[src/rtl/alu_flag_pkg.sv]
// Shared operation codes and flag bit positions for the flag unit.
// Assumes a 4-bit operation code and a 4-bit flag register {Z,N,H,C}.
package alu_flag_pkg;
    typedef enum logic [3:0] {
        OP_ADD8  = 4'd0,
        OP_ADC8  = 4'd1,
        OP_SUB8  = 4'd2,
        OP_SBC8  = 4'd3,
        OP_CMP8  = 4'd4,
        OP_ADDW  = 4'd5,
        OP_SPOFS = 4'd6,
        OP_INCW  = 4'd7,
        OP_DECW  = 4'd8,
        OP_DADJ  = 4'd9
    } alu_op_e;

    localparam int FLAG_W = 4;
    localparam int FZ = 3;
    localparam int FN = 2;
    localparam int FH = 1;
    localparam int FC = 0;
endpackage

[src/rtl/alu_byte_arith.sv]
// Byte add or subtract with carry/borrow input.
// Produces the result, the carry/borrow across the nibble boundary and
// the carry/borrow out of the top bit. Purely combinational.
module alu_byte_arith #(
    parameter int W = 8
) (
    input  logic [W-1:0] a,
    input  logic [W-1:0] b,
    input  logic         cin,
    input  logic         sub,
    output logic [W-1:0] sum,
    output logic         half,
    output logic         carry
);
    localparam int NB = W / 2;

    logic [NB:0] lo_ext;
    logic [W:0]  full_ext;

    // Nibble and full-width arithmetic; the extra top bit is carry or borrow
    always_comb begin
        if (sub) begin
            lo_ext   = {1'b0, a[NB-1:0]} - {1'b0, b[NB-1:0]} - {{NB{1'b0}}, cin};
            full_ext = {1'b0, a} - {1'b0, b} - {{W{1'b0}}, cin};
        end else begin
            lo_ext   = {1'b0, a[NB-1:0]} + {1'b0, b[NB-1:0]} + {{NB{1'b0}}, cin};
            full_ext = {1'b0, a} + {1'b0, b} + {{W{1'b0}}, cin};
        end
        sum   = full_ext[W-1:0];
        half  = lo_ext[NB];
        carry = full_ext[W];
    end
endmodule

[src/rtl/alu_wide_arith.sv]
// 16-bit path: pair add, stack pointer plus signed byte, increment and
// decrement. For the pair add the flags come from the high byte; for the
// offset form they come from the low-byte add. Combinational.
module alu_wide_arith #(
    parameter int WW = 16,
    parameter int BW = 8
) (
    input  logic [WW-1:0] a,
    input  logic [WW-1:0] b,
    input  logic [1:0]    mode,   // 0 pair add, 1 offset, 2 inc, 3 dec
    output logic [WW-1:0] res,
    output logic          half,
    output logic          carry
);
    localparam int NB  = BW / 2;
    localparam int HIH = WW - NB;   // width below the high-nibble boundary

    logic [WW:0]    pair_ext;
    logic [HIH:0]   pair_lo;
    logic [WW-1:0]  offs;
    logic [BW-1:0]  ofs_sum;
    logic           ofs_half;
    logic           ofs_carry;

    // Low-byte add that decides the offset-form flags
    alu_byte_arith #(.W(BW)) u_ofs_byte (
        .a     (a[BW-1:0]),
        .b     (b[BW-1:0]),
        .cin   (1'b0),
        .sub   (1'b0),
        .sum   (ofs_sum),
        .half  (ofs_half),
        .carry (ofs_carry)
    );

    // Select the 16-bit operation and its carries
    always_comb begin
        pair_ext = {1'b0, a} + {1'b0, b};
        pair_lo  = {1'b0, a[HIH-1:0]} + {1'b0, b[HIH-1:0]};
        offs     = {{(WW-BW){b[BW-1]}}, b[BW-1:0]};
        res      = '0;
        half     = 1'b0;
        carry    = 1'b0;
        unique case (mode)
            2'd0: begin
                res   = pair_ext[WW-1:0];
                half  = pair_lo[HIH];
                carry = pair_ext[WW];
            end
            2'd1: begin
                res   = {a[WW-1:BW] + offs[WW-1:BW] + {{(WW-BW-1){1'b0}}, ofs_carry}, ofs_sum};
                half  = ofs_half;
                carry = ofs_carry;
            end
            2'd2: res = a + {{(WW-1){1'b0}}, 1'b1};
            default: res = a - {{(WW-1){1'b0}}, 1'b1};
        endcase
    end
endmodule

[src/rtl/alu_bcd_adjust.sv]
// Decimal adjust of a byte after a packed-BCD add or subtract. It uses
// the saved N, H and C. After an add, the corrections are decided from
// the unadjusted value. Combinational.
module alu_bcd_adjust #(
    parameter int BW = 8
) (
    input  logic [BW-1:0] a,
    input  logic          n_in,
    input  logic          h_in,
    input  logic          c_in,
    output logic [BW-1:0] res,
    output logic          c_out
);
    localparam int NB = BW / 2;
    localparam logic [NB-1:0] SIX = NB'(6);

    logic          fix_lo;
    logic          fix_hi;
    logic [BW-1:0] corr;

    // Decide the nibble corrections and apply them in the right direction
    always_comb begin
        if (n_in) begin
            fix_lo = h_in;
            fix_hi = c_in;
        end else begin
            fix_lo = h_in | (a[NB-1:0] > NB'(9));
            fix_hi = c_in | (a > BW'(8'h99));
        end
        corr  = {(fix_hi ? SIX : {NB{1'b0}}), (fix_lo ? SIX : {NB{1'b0}})};
        res   = n_in ? (a - corr) : (a + corr);
        c_out = n_in ? c_in : fix_hi;
    end
endmodule

[src/rtl/alu_flag_unit.sv]
// Flag generation unit: selects the arithmetic path for the operation
// code, forms the next flag register and its write mask, and registers
// everything one cycle after issue. Synchronous active-low reset.
module alu_flag_unit
    import alu_flag_pkg::*;
#(
    parameter int BW = 8,
    parameter int WW = 16
) (
    input  logic          clk,
    input  logic          rst_n,
    input  logic          op_valid,
    input  logic [3:0]    op_code,
    input  logic [WW-1:0] opa,
    input  logic [WW-1:0] opb,
    input  logic [3:0]    flags_in,
    input  logic          cin,
    output logic [WW-1:0] res_q,
    output logic [3:0]    flags_q,
    output logic [3:0]    we_q,
    output logic          valid_q
);
    localparam int HB = WW - BW;

    logic [BW-1:0] b_sum;
    logic          b_half, b_carry, b_sub, b_cin;
    logic [WW-1:0] w_res;
    logic          w_half, w_carry;
    logic [1:0]    w_mode;
    logic [BW-1:0] d_res;
    logic          d_carry;
    logic [WW-1:0] nxt_res;
    logic [3:0]    nxt_flags, nxt_we;

    // Decode the byte path controls from the operation code
    always_comb begin
        b_sub = (op_code == OP_SUB8) || (op_code == OP_SBC8) || (op_code == OP_CMP8);
        b_cin = ((op_code == OP_ADC8) || (op_code == OP_SBC8)) ? cin : 1'b0;
        unique case (op_code)
            OP_SPOFS: w_mode = 2'd1;
            OP_INCW:  w_mode = 2'd2;
            OP_DECW:  w_mode = 2'd3;
            default:  w_mode = 2'd0;
        endcase
    end

    alu_byte_arith #(.W(BW)) u_byte (
        .a     (opa[BW-1:0]),
        .b     (opb[BW-1:0]),
        .cin   (b_cin),
        .sub   (b_sub),
        .sum   (b_sum),
        .half  (b_half),
        .carry (b_carry)
    );

    alu_wide_arith #(.WW(WW), .BW(BW)) u_wide (
        .a     (opa),
        .b     (opb),
        .mode  (w_mode),
        .res   (w_res),
        .half  (w_half),
        .carry (w_carry)
    );

    alu_bcd_adjust #(.BW(BW)) u_dadj (
        .a     (opa[BW-1:0]),
        .n_in  (flags_in[FN]),
        .h_in  (flags_in[FH]),
        .c_in  (flags_in[FC]),
        .res   (d_res),
        .c_out (d_carry)
    );

    // Pick result, computed flags and write mask; unwritten flags pass through
    always_comb begin
        logic [3:0] calc;
        calc    = flags_in;
        nxt_res = '0;
        nxt_we  = 4'b0000;
        unique case (op_code)
            OP_ADD8, OP_ADC8, OP_SUB8, OP_SBC8: begin
                nxt_res = {{HB{1'b0}}, b_sum};
                calc    = {(b_sum == '0), b_sub, b_half, b_carry};
                nxt_we  = 4'b1111;
            end
            OP_CMP8: begin
                nxt_res = {{HB{1'b0}}, opa[BW-1:0]};
                calc    = {(b_sum == '0), 1'b1, b_half, b_carry};
                nxt_we  = 4'b1111;
            end
            OP_ADDW: begin
                nxt_res = w_res;
                calc    = {flags_in[FZ], 1'b0, w_half, w_carry};
                nxt_we  = 4'b0111;
            end
            OP_SPOFS: begin
                nxt_res = w_res;
                calc    = {1'b0, 1'b0, w_half, w_carry};
                nxt_we  = 4'b1111;
            end
            OP_INCW, OP_DECW: begin
                nxt_res = w_res;
            end
            OP_DADJ: begin
                nxt_res = {{HB{1'b0}}, d_res};
                calc    = {(d_res == '0), flags_in[FN], 1'b0, d_carry};
                nxt_we  = 4'b1011;
            end
            default: ;
        endcase
        nxt_flags = (calc & nxt_we) | (flags_in & ~nxt_we);
    end

    // Output registers: load on a valid operation, otherwise hold
    always_ff @(posedge clk) begin
        if (!rst_n) begin
            res_q   <= '0;
            flags_q <= '0;
            we_q    <= '0;
            valid_q <= 1'b0;
        end else begin
            valid_q <= op_valid;
            if (op_valid) begin
                res_q   <= nxt_res;
                flags_q <= nxt_flags;
                we_q    <= nxt_we;
            end
        end
    end
endmodule

[config.mk]
export PLATFORM = sky130hd
export DESIGN_NAME = alu_flag_unit
export DESIGN_NICKNAME = d
export VERILOG_FILES = /design/src/rtl/alu_flag_pkg.sv /design/src/rtl/alu_byte_arith.sv /design/src/rtl/alu_wide_arith.sv /design/src/rtl/alu_bcd_adjust.sv /design/src/rtl/alu_flag_unit.sv
export SDC_FILE = /design/constraint.sdc
export NUM_CORES = 1
export LEC_CHECK = 0
export BUFFER_PORTS_ARGS = -buffer_cell sky130_fd_sc_hd__buf_2
export CAP_MARGIN = 20
export CORE_AREA = 2 2 90 92
export DETAILED_ROUTE_END_ITERATION = 8
export DIE_AREA = 0 0 92 94
export PLACE_DENSITY = 0.89
export RECOVER_POWER = 50
export SLEW_MARGIN = 20
export SYNTH_ARGS = -nofsm -noshare
export SYNTH_HDL_FRONTEND = slang
export SYNTH_SLANG_ARGS = --single-unit
[constraint.sdc]
create_clock -name clk -period 3.4 [get_ports clk]
set_input_delay 0 -clock clk [delete_from_list [all_inputs] [get_ports clk]]
set_output_delay 0 -clock clk [all_outputs]
set_load 0.03 [all_outputs]
* After elaboration in Yosys (flattened, before gate mapping)
Cells that the tools add are included.
Storage, ports and cells: logic and storage cells 65, output and inout port bits 25, bits of input ports 44, register bits 25
Operators by class: multiplexer cells 16, add/sub/neg operators 16, reduce and logical (&&, ||, !) cells 10, bitwise logic cells 6, equality and inequality tests 11, $lt $le $gt $ge 2
Operators by type and width (count):
- one-hot mux 16 bit (4 select lines) | 1
- one-hot mux 16 bit (3 select lines) | 1
- one-hot mux 4 bit (5 select lines) | 1
- adder 16 x 16 -> 17 bit | 1
- adder 16 x 1 -> 16 bit (second input constant) | 1
- adder 8 bit | 2
- equality test 4 x 3 -> 1 bit (second input constant) | 4
- zero test 8 bit | 2
- subtractor 16 x 1 -> 16 bit (second input constant) | 1
- adder 12 x 12 -> 13 bit | 1
- one-hot mux 4 bit (3 select lines) | 1
- adder 8 x 8 -> 9 bit | 1
- adder 9 x 1 -> 9 bit | 1
- 2-to-1 mux 9 bit | 1
- subtractor 8 x 8 -> 9 bit | 1
- subtractor 9 x 1 -> 9 bit | 1
- adder 8 x 1 -> 8 bit | 1
- AND 4 bit | 2
- equality test 4 x 2 -> 1 bit (second input constant) | 2
- equality test 4 bit (second input constant) | 2
- > comparator 8 bit (second input constant) | 1
- 2-to-1 mux 8 bit | 1
- OR reduction 4 bit | 2
- subtractor 8 bit | 1
- 20 further kinds | 28

* Depth between registers and ports, before layout
word-level depth 10, mapped depth 17, depth with buffers taken out 17

* By module
From an unflattened synthesis, not the netlist that was laid out.
Unflattened totals: cell total of the unflattened synthesis 750, area, all modules 5740.5 um^2
By module, submodules not included:
- alu_wide_arith | times used 1, cells each 288, area an instance 2053.2 um^2, seq. area each 0.0 um^2
- alu_flag_unit | times used 1, cells each 158, area an instance 1395.1 um^2, seq. area each 480.5 um^2
- alu_byte_arith (u_byte) | times used 1, cells each 126, area an instance 963.4 um^2, seq. area each 0.0 um^2
- alu_byte_arith (u_wide.u_ofs_byte) | times used 1, cells each 123, area an instance 940.9 um^2, seq. area each 0.0 um^2
- alu_bcd_adjust | times used 1, cells each 55, area an instance 387.9 um^2, seq. area each 0.0 um^2

* Least setup slack after synthesis
OpenSTA, ideal clock, no wires.
path type input-to-reg, start in opa[0], end reg res_q[14], slack 0.308 ns, data arrival time 3.005 ns, data required time 3.313 ns, stages on the path 17, setup time 0.087 ns, buffers on the path 0, cell sequence ha_1 -> inv_1 -> fa_1 -> o21bai_1 -> a2111oi_0 -> nor3_1 -> nor2_1 -> fa_1 -> fa_1 -> inv_1 -> a21oi_1 -> o21bai_1 -> a21o_1 -> a21oi_1 -> xnor2_1 -> o22ai_1 -> o31ai_1
Between the ends: longest elaborated chain between the ends 4, elaborated cells between the ends (all ways) 7, classes of those cells 5 x add/sub; 2 x mux
RTL lines:
- start, declared | RTL line alu_flag_unit.sv:14 | input logic [WW-1:0] opa,
- adder 8 x 8 -> 9 bit | RTL line alu_byte_arith.sv:27 | full_ext = {1'b0, a} + {1'b0, b} + {{W{1'b0}}, cin};
- adder 8 x 1 -> 8 bit | RTL line alu_wide_arith.sv:51 | res = {a[WW-1:BW] + offs[WW-1:BW] + {{(WW-BW-1){1'b0}}, ofs_carry}, ofs_sum};
- one-hot mux 16 bit (3 select lines) * | RTL line alu_wide_arith.sv:44 | unique case (mode)
- one-hot mux 16 bit (4 select lines) * | RTL line alu_flag_unit.sv:81 | unique case (op_code)
- end signal, assigned | RTL line alu_flag_unit.sv:125 | res_q <= nxt_res;
- end, declared | RTL line alu_flag_unit.sv:18 | output logic [WW-1:0] res_q,
Every way passes the cells marked *; elsewhere a longest branch is shown, timed or not. A chain may end at the register's enable or synchronous reset.

* Worst setup path after layout
start in opb[0], end reg res_q[14]
Between the ends: longest elaborated chain between the ends 4, elaborated cells between the ends (all ways) 5, classes of those cells 3 x add/sub; 2 x mux
RTL lines:
- start, declared | RTL line alu_flag_unit.sv:15 | input logic [WW-1:0] opb,
- adder 8 x 8 -> 9 bit | RTL line alu_byte_arith.sv:27
- adder 8 x 1 -> 8 bit | RTL line alu_wide_arith.sv:51
- one-hot mux 16 bit (3 select lines) * | RTL line alu_wide_arith.sv:44
- one-hot mux 16 bit (4 select lines) * | RTL line alu_flag_unit.sv:81
Marked as above.

==> impl_metrics.prom <==
# TYPE chip_impl_metric gauge
chip_impl_metric{name="fin_worst_skew",unit="ps"} 0
chip_impl_info{name="crit_path_cell_trace",value="buf_2 -> ha_1 -> inv_1 -> fa_1 -> o21bai_1 -> a2111oi_0 -> nor3_1 -> nor2_1 -> fa_1 -> fa_1 -> inv_1 -> a21oi_1 -> o21bai_1 -> a21o_1 -> a21oi_1 -> xnor2_1 -> o22ai_1 -> o31ai_1"} 1
chip_impl_metric{name="route.final.wire_length",unit="um"} 13000
chip_impl_metric{name="avgRoutedWirePerCell",unit="um"} 17.6
chip_impl_metric{name="detailed_router_s_first_iteration_violation_count",unit=""} 419
chip_impl_metric{name="power.switching_fraction",unit="%"} 45.2
chip_impl_metric{name="initial_utilization",unit="%"} 55.5
chip_impl_metric{name="area_share_of_the_largest_cell_type_after_synthesis",unit="%"} 18.1
chip_impl_metric{name="cell_internal_pwr",unit="uW"} 729
chip_impl_metric{name="layout_min_cycle_time",unit="ps"} 3170
chip_impl_info{name="tritoncts",value="built"} 1
chip_impl_info{name="netlist.top_cell.by_area",value="sky130_fd_sc_hd__ha_1"} 1
chip_impl_info{name="timing.critical_path.from_type",value="primary input"} 1
chip_impl_metric{name="synth.ff_latch_count",unit=""} 24
chip_impl_metric{name="synth-edff-count",unit=""} 0
chip_impl_metric{name="timing.critical_path.buf_inv",unit=""} 3
chip_impl_metric{name="p_clk_share",unit="%"} 15.6
chip_impl_metric{name="drv_slew",unit=""} 0
chip_impl_info{name="synthMostInstantiatedCell",value="sky130_fd_sc_hd__ha_1"} 1
chip_impl_metric{name="post_synth.cell_area_avg",unit="um2"} 7.53
chip_impl_info{name="critical-path-top-delay-family",value="adder cells"} 1
chip_impl_metric{name="gr_ovfl_total",unit=""} 0
chip_impl_metric{name="ys.warnings.count",unit=""} 0
chip_impl_metric{name="cts_setup_buffers",unit=""} 0
chip_impl_metric{name="die_height",unit="um"} 94
chip_impl_metric{name="finalSetupViolCount",unit=""} 0
chip_impl_metric{name="place_congestion",unit=""} 0.980
chip_impl_metric{name="finalHoldViolations",unit=""} 0
chip_impl_metric{name="vias_per_cell",unit=""} 6.14
chip_impl_metric{name="max_freq",unit="MHz"} 315
chip_impl_metric{name="fin_setup_tns",unit="ps"} 0
chip_impl_info{name="cp-end-kind",value="flop"} 1
chip_impl_info{name="min-delay-start",value="rst_n"} 1
chip_impl_metric{name="syn_nets",unit=""} 672
chip_impl_info{name="ys.flop_type",value="sky130_fd_sc_hd__dfxtp_1"} 1
chip_impl_metric{name="global_route_wire_length_before_repair",unit="um"} 21000
chip_impl_metric{name="final_critical_path_setup_slack",unit="ps"} 229
chip_impl_info{name="rr_startpoint",value="res_q[7]$_SDFFE_PN0P_"} 1
chip_impl_info{name="ys_top_cells_by_area",value="sky130_fd_sc_hd__ha_1 (18%), sky130_fd_sc_hd__dfxtp_1 (11%), sky130_fd_sc_hd__xnor2_1 (7.0%)"} 1
chip_impl_metric{name="whs_path_depth",unit=""} 2
chip_impl_metric{name="reg2reg_depth",unit=""} 4
chip_impl_metric{name="ff2ff_setup_slack",unit="ps"} 2190
chip_impl_metric{name="die_width",unit="um"} 92
chip_impl_metric{name="antenna_cells_inserted",unit=""} 0
chip_impl_info{name="critical_path.most_common_cell",value="sky130_fd_sc_hd__fa_1"} 1
chip_impl_info{name="hold-path-endpoint",value="res_q[7]$_SDFFE_PN0P_"} 1
chip_impl_metric{name="grt_total_usage",unit="%"} 29.8
chip_impl_metric{name="leakagePower",unit="uW"} 0.00212
chip_impl_metric{name="power_density",unit="mW/mm2"} 277
chip_impl_metric{name="layout.filler_cells",unit=""} 721
chip_impl_metric{name="cts_hold_repair.buffers",unit=""} 0
chip_impl_metric{name="htreeDepth",unit=""} 1
chip_impl_info{name="ys_top_cells_by_count",value="sky130_fd_sc_hd__ha_1 (61), sky130_fd_sc_hd__a21oi_1 (51), sky130_fd_sc_hd__inv_1 (43), sky130_fd_sc_hd__o21ai_0 (43), sky130_fd_sc_hd__nand2_1 (41)"} 1
chip_impl_info{name="root_buffer",value="sky130_fd_sc_hd__clkbuf_8"} 1
chip_impl_info{name="min-delay-path-class",value="primary input to flop"} 1
chip_impl_metric{name="area_growth",unit="%"} 13.6
chip_impl_metric{name="combinationalPowerShare",unit="%"} 61.5
chip_impl_metric{name="ir_worst_vdd",unit="mV"} 0.179
chip_impl_metric{name="cts_made_buffers",unit=""} 3
chip_impl_metric{name="drt_drc_violations_left",unit=""} 0
chip_impl_metric{name="floorplan_core_area",unit="mm2"} 0.00761
chip_impl_metric{name="max_cap_violations",unit=""} 0
chip_impl_metric{name="num-nets-final",unit=""} 749
chip_impl_metric{name="post_synth_inst_count",unit=""} 561
chip_impl_metric{name="ys_async_sr_fraction",unit="%"} 0
chip_impl_metric{name="synth.yosys.seq_area_share",unit="%"} 11.4
chip_impl_metric{name="power_frac_seq",unit="%"} 23.0
chip_impl_metric{name="drt_pre_antenna_iters",unit=""} 5
chip_impl_metric{name="worst_rel_slew_slack",unit="%"} 31.2
chip_impl_metric{name="floorplan.rows",unit=""} 32
chip_impl_metric{name="drt.antenna.violating_nets",unit=""} 0
chip_impl_info{name="crit-reg2reg-capture",value="res_q[7]$_SDFFE_PN0P_"} 1
chip_impl_metric{name="cts-root-to-sink-buffers",unit=""} 2
chip_impl_metric{name="first_global_vias",unit=""} 4428
chip_impl_metric{name="fin_crit_sh",unit="%"} 93.3
chip_impl_metric{name="postLayoutCoreUtil",unit="%"} 63.1
chip_impl_metric{name="timing_worst_slew_pin_value",unit="ps"} 1020
chip_impl_metric{name="cts.reportedPaths.clkPinSlew",unit="ps"} 100
chip_impl_metric{name="worst-endpoint-required",unit="ps"} 3600
chip_impl_metric{name="clock_sinks",unit=""} 24
chip_impl_metric{name="netlist-cell-type-count",unit=""} 66
chip_impl_metric{name="worst-endpoint-arrival",unit="ps"} 3370
chip_impl_metric{name="clkLatencyLatePin",unit="ps"} 280
chip_impl_metric{name="syn-cell-area",unit="mm2"} 0.00422
chip_impl_metric{name="cts_repair_resize_count",unit=""} 0
chip_impl_metric{name="io_buffer_count",unit=""} 68
chip_impl_metric{name="layout-drive-gt1-share",unit="%"} 12.2
chip_impl_info{name="cpMaxStageDelayCell",value="sky130_fd_sc_hd__fa_1"} 1
chip_impl_metric{name="io_pins",unit=""} 69
chip_impl_metric{name="timing.critical_path.slowest_cell_delay",unit="ps"} 430
chip_impl_metric{name="maximum_number_of_pins_on_one_net_before_global_route_repair",unit=""} 26
chip_impl_metric{name="critical_path_peak_fanout",unit=""} 3
chip_impl_metric{name="design.die.area",unit="mm2"} 0.00865
chip_impl_metric{name="route.vias.total",unit=""} 4540
chip_impl_metric{name="dp_worst_setup_slack",unit="ps"} 15.7
chip_impl_metric{name="antenna_found_initial",unit=""} 0
chip_impl_info{name="setup.worst_path.class",value="primary input to flop"} 1
chip_impl_metric{name="dp_hpwl",unit="um"} 10600
chip_impl_info{name="rsz_0062_raised_after_global_routing",value="no"} 1
chip_impl_info{name="outcome",value="completed"} 1
chip_impl_metric{name="power.switching",unit="uW"} 601
through the flow:
step	hold slack, ps	area [um2]	cells	power (uW)
5_1_grt	109	4800	739	1420
3_3_place_gp	370	4770	735	1090
3_5_place_dp	381	4770	735	1110
4_1_cts	85.8	4820	739	1320
6_report	97.5	4800	739	1330
2_1_floorplan	128	4220	561	885
area by class of cell:
class                      instances  area (um2)  share of cell area, %
tap                              102         128                   2.66
sequential                        24         480                   10.0
multi-input combinational        479        3520                   73.3
clock buffer                       4        55.1                   1.15
timing repair buffer              87         455                   9.49
inverter                          43         161                   3.36
sequential cells by signal, indices dropped and copies added (netlist names):
register  count
res_q        16
flags_q       4
we_q          3
valid_q       1
worst register-to-register path, stage by stage (launching register included):
cell,delay [ps]
sky130_fd_sc_hd__dfxtp_1,340
sky130_fd_sc_hd__nor2b_1,140
sky130_fd_sc_hd__a21oi_1,160
sky130_fd_sc_hd__o21ai_0,130
sky130_fd_sc_hd__o311a_1,350
metal layers:
| metal | vias up | global-route usage [%] | wire length, um |
|---|---|---|---|
| li1 | 2211 | - | - |
| met1 | 2093 | 38.0 | 5550 |
| met2 | 196 | 52.1 | 6150 |
| met3 | 40 | 2.65 | 838 |
| met4 | 0 | 11.2 | 442 |
| met5 | - | 0 | 0 |
worst max-delay path by stage:
| stage | startpoint | to | slack (ps) | depth (start not counted) |
|---|---|---|---|---|
| 2_1_floorplan | opa[0] | res_q[14]$_SDFFE_PN0P_ | 310 | 17 |
| 3_3_place_gp | opb[0] | res_q[14]$_SDFFE_PN0P_ | 100 | 18 |
| 3_5_place_dp | opb[0] | res_q[14]$_SDFFE_PN0P_ | 20 | 18 |
| 4_1_cts | opb[0] | res_q[14]$_SDFFE_PN0P_ | 300 | 18 |
| 5_1_grt | opb[0] | res_q[14]$_SDFFE_PN0P_ | 40 | 18 |
| 6_report | opb[0] | res_q[14]$_SDFFE_PN0P_ | 230 | 18 |
power by group through the flow:
stage | combinational [uW] | sequential [uW] | clock (uW)
floorplan | 543 | 342 | 0
global placement | 778 | 311 | 0
detailed placement | 799 | 311 | 0
CTS | 805 | 305 | 207
global route | 892 | 307 | 218
finish | 817 | 305 | 207
cell families after synthesis:
logic type,count (synthesis),share of synthesized area [%]
buf+inv,58,5.36
compound gates,196,30.6
fa+ha+maj,67,20.9
flops,24,11.4
mux,10,2.37
simple gates,152,18.2
xor+xnor,54,11.2
cells in the final DEF (no fill, tap or decap), types with 3 or more instances in the layout:
cell and n:
sky130_fd_sc_hd__a2111oi_0 4, sky130_fd_sc_hd__a21o_1 13, sky130_fd_sc_hd__a21oi_1 51, sky130_fd_sc_hd__a222oi_1 3
sky130_fd_sc_hd__a22oi_1 3, sky130_fd_sc_hd__a311oi_1 3, sky130_fd_sc_hd__a31oi_1 8, sky130_fd_sc_hd__and2_1 4
sky130_fd_sc_hd__buf_2 46, sky130_fd_sc_hd__buf_4 19, sky130_fd_sc_hd__clkbuf_1 22, sky130_fd_sc_hd__clkbuf_8 4
sky130_fd_sc_hd__dfxtp_1 24, sky130_fd_sc_hd__fa_1 6, sky130_fd_sc_hd__ha_1 61, sky130_fd_sc_hd__inv_1 43
sky130_fd_sc_hd__mux2i_1 10, sky130_fd_sc_hd__nand2_1 41, sky130_fd_sc_hd__nand2b_1 16, sky130_fd_sc_hd__nand3_1 9
sky130_fd_sc_hd__nand3b_1 5, sky130_fd_sc_hd__nor2_1 32, sky130_fd_sc_hd__nor2b_1 14, sky130_fd_sc_hd__nor3_1 10
sky130_fd_sc_hd__nor4_1 4, sky130_fd_sc_hd__o2111ai_1 3, sky130_fd_sc_hd__o211ai_1 6, sky130_fd_sc_hd__o21a_1 9
sky130_fd_sc_hd__o21ai_0 43, sky130_fd_sc_hd__o21ai_1 7, sky130_fd_sc_hd__o21bai_1 6, sky130_fd_sc_hd__o221ai_1 6
sky130_fd_sc_hd__o22ai_1 6, sky130_fd_sc_hd__or2_2 4, sky130_fd_sc_hd__xnor2_1 34, sky130_fd_sc_hd__xor2_1 20
No activity file was read; power rests on OpenSTA's default activity.
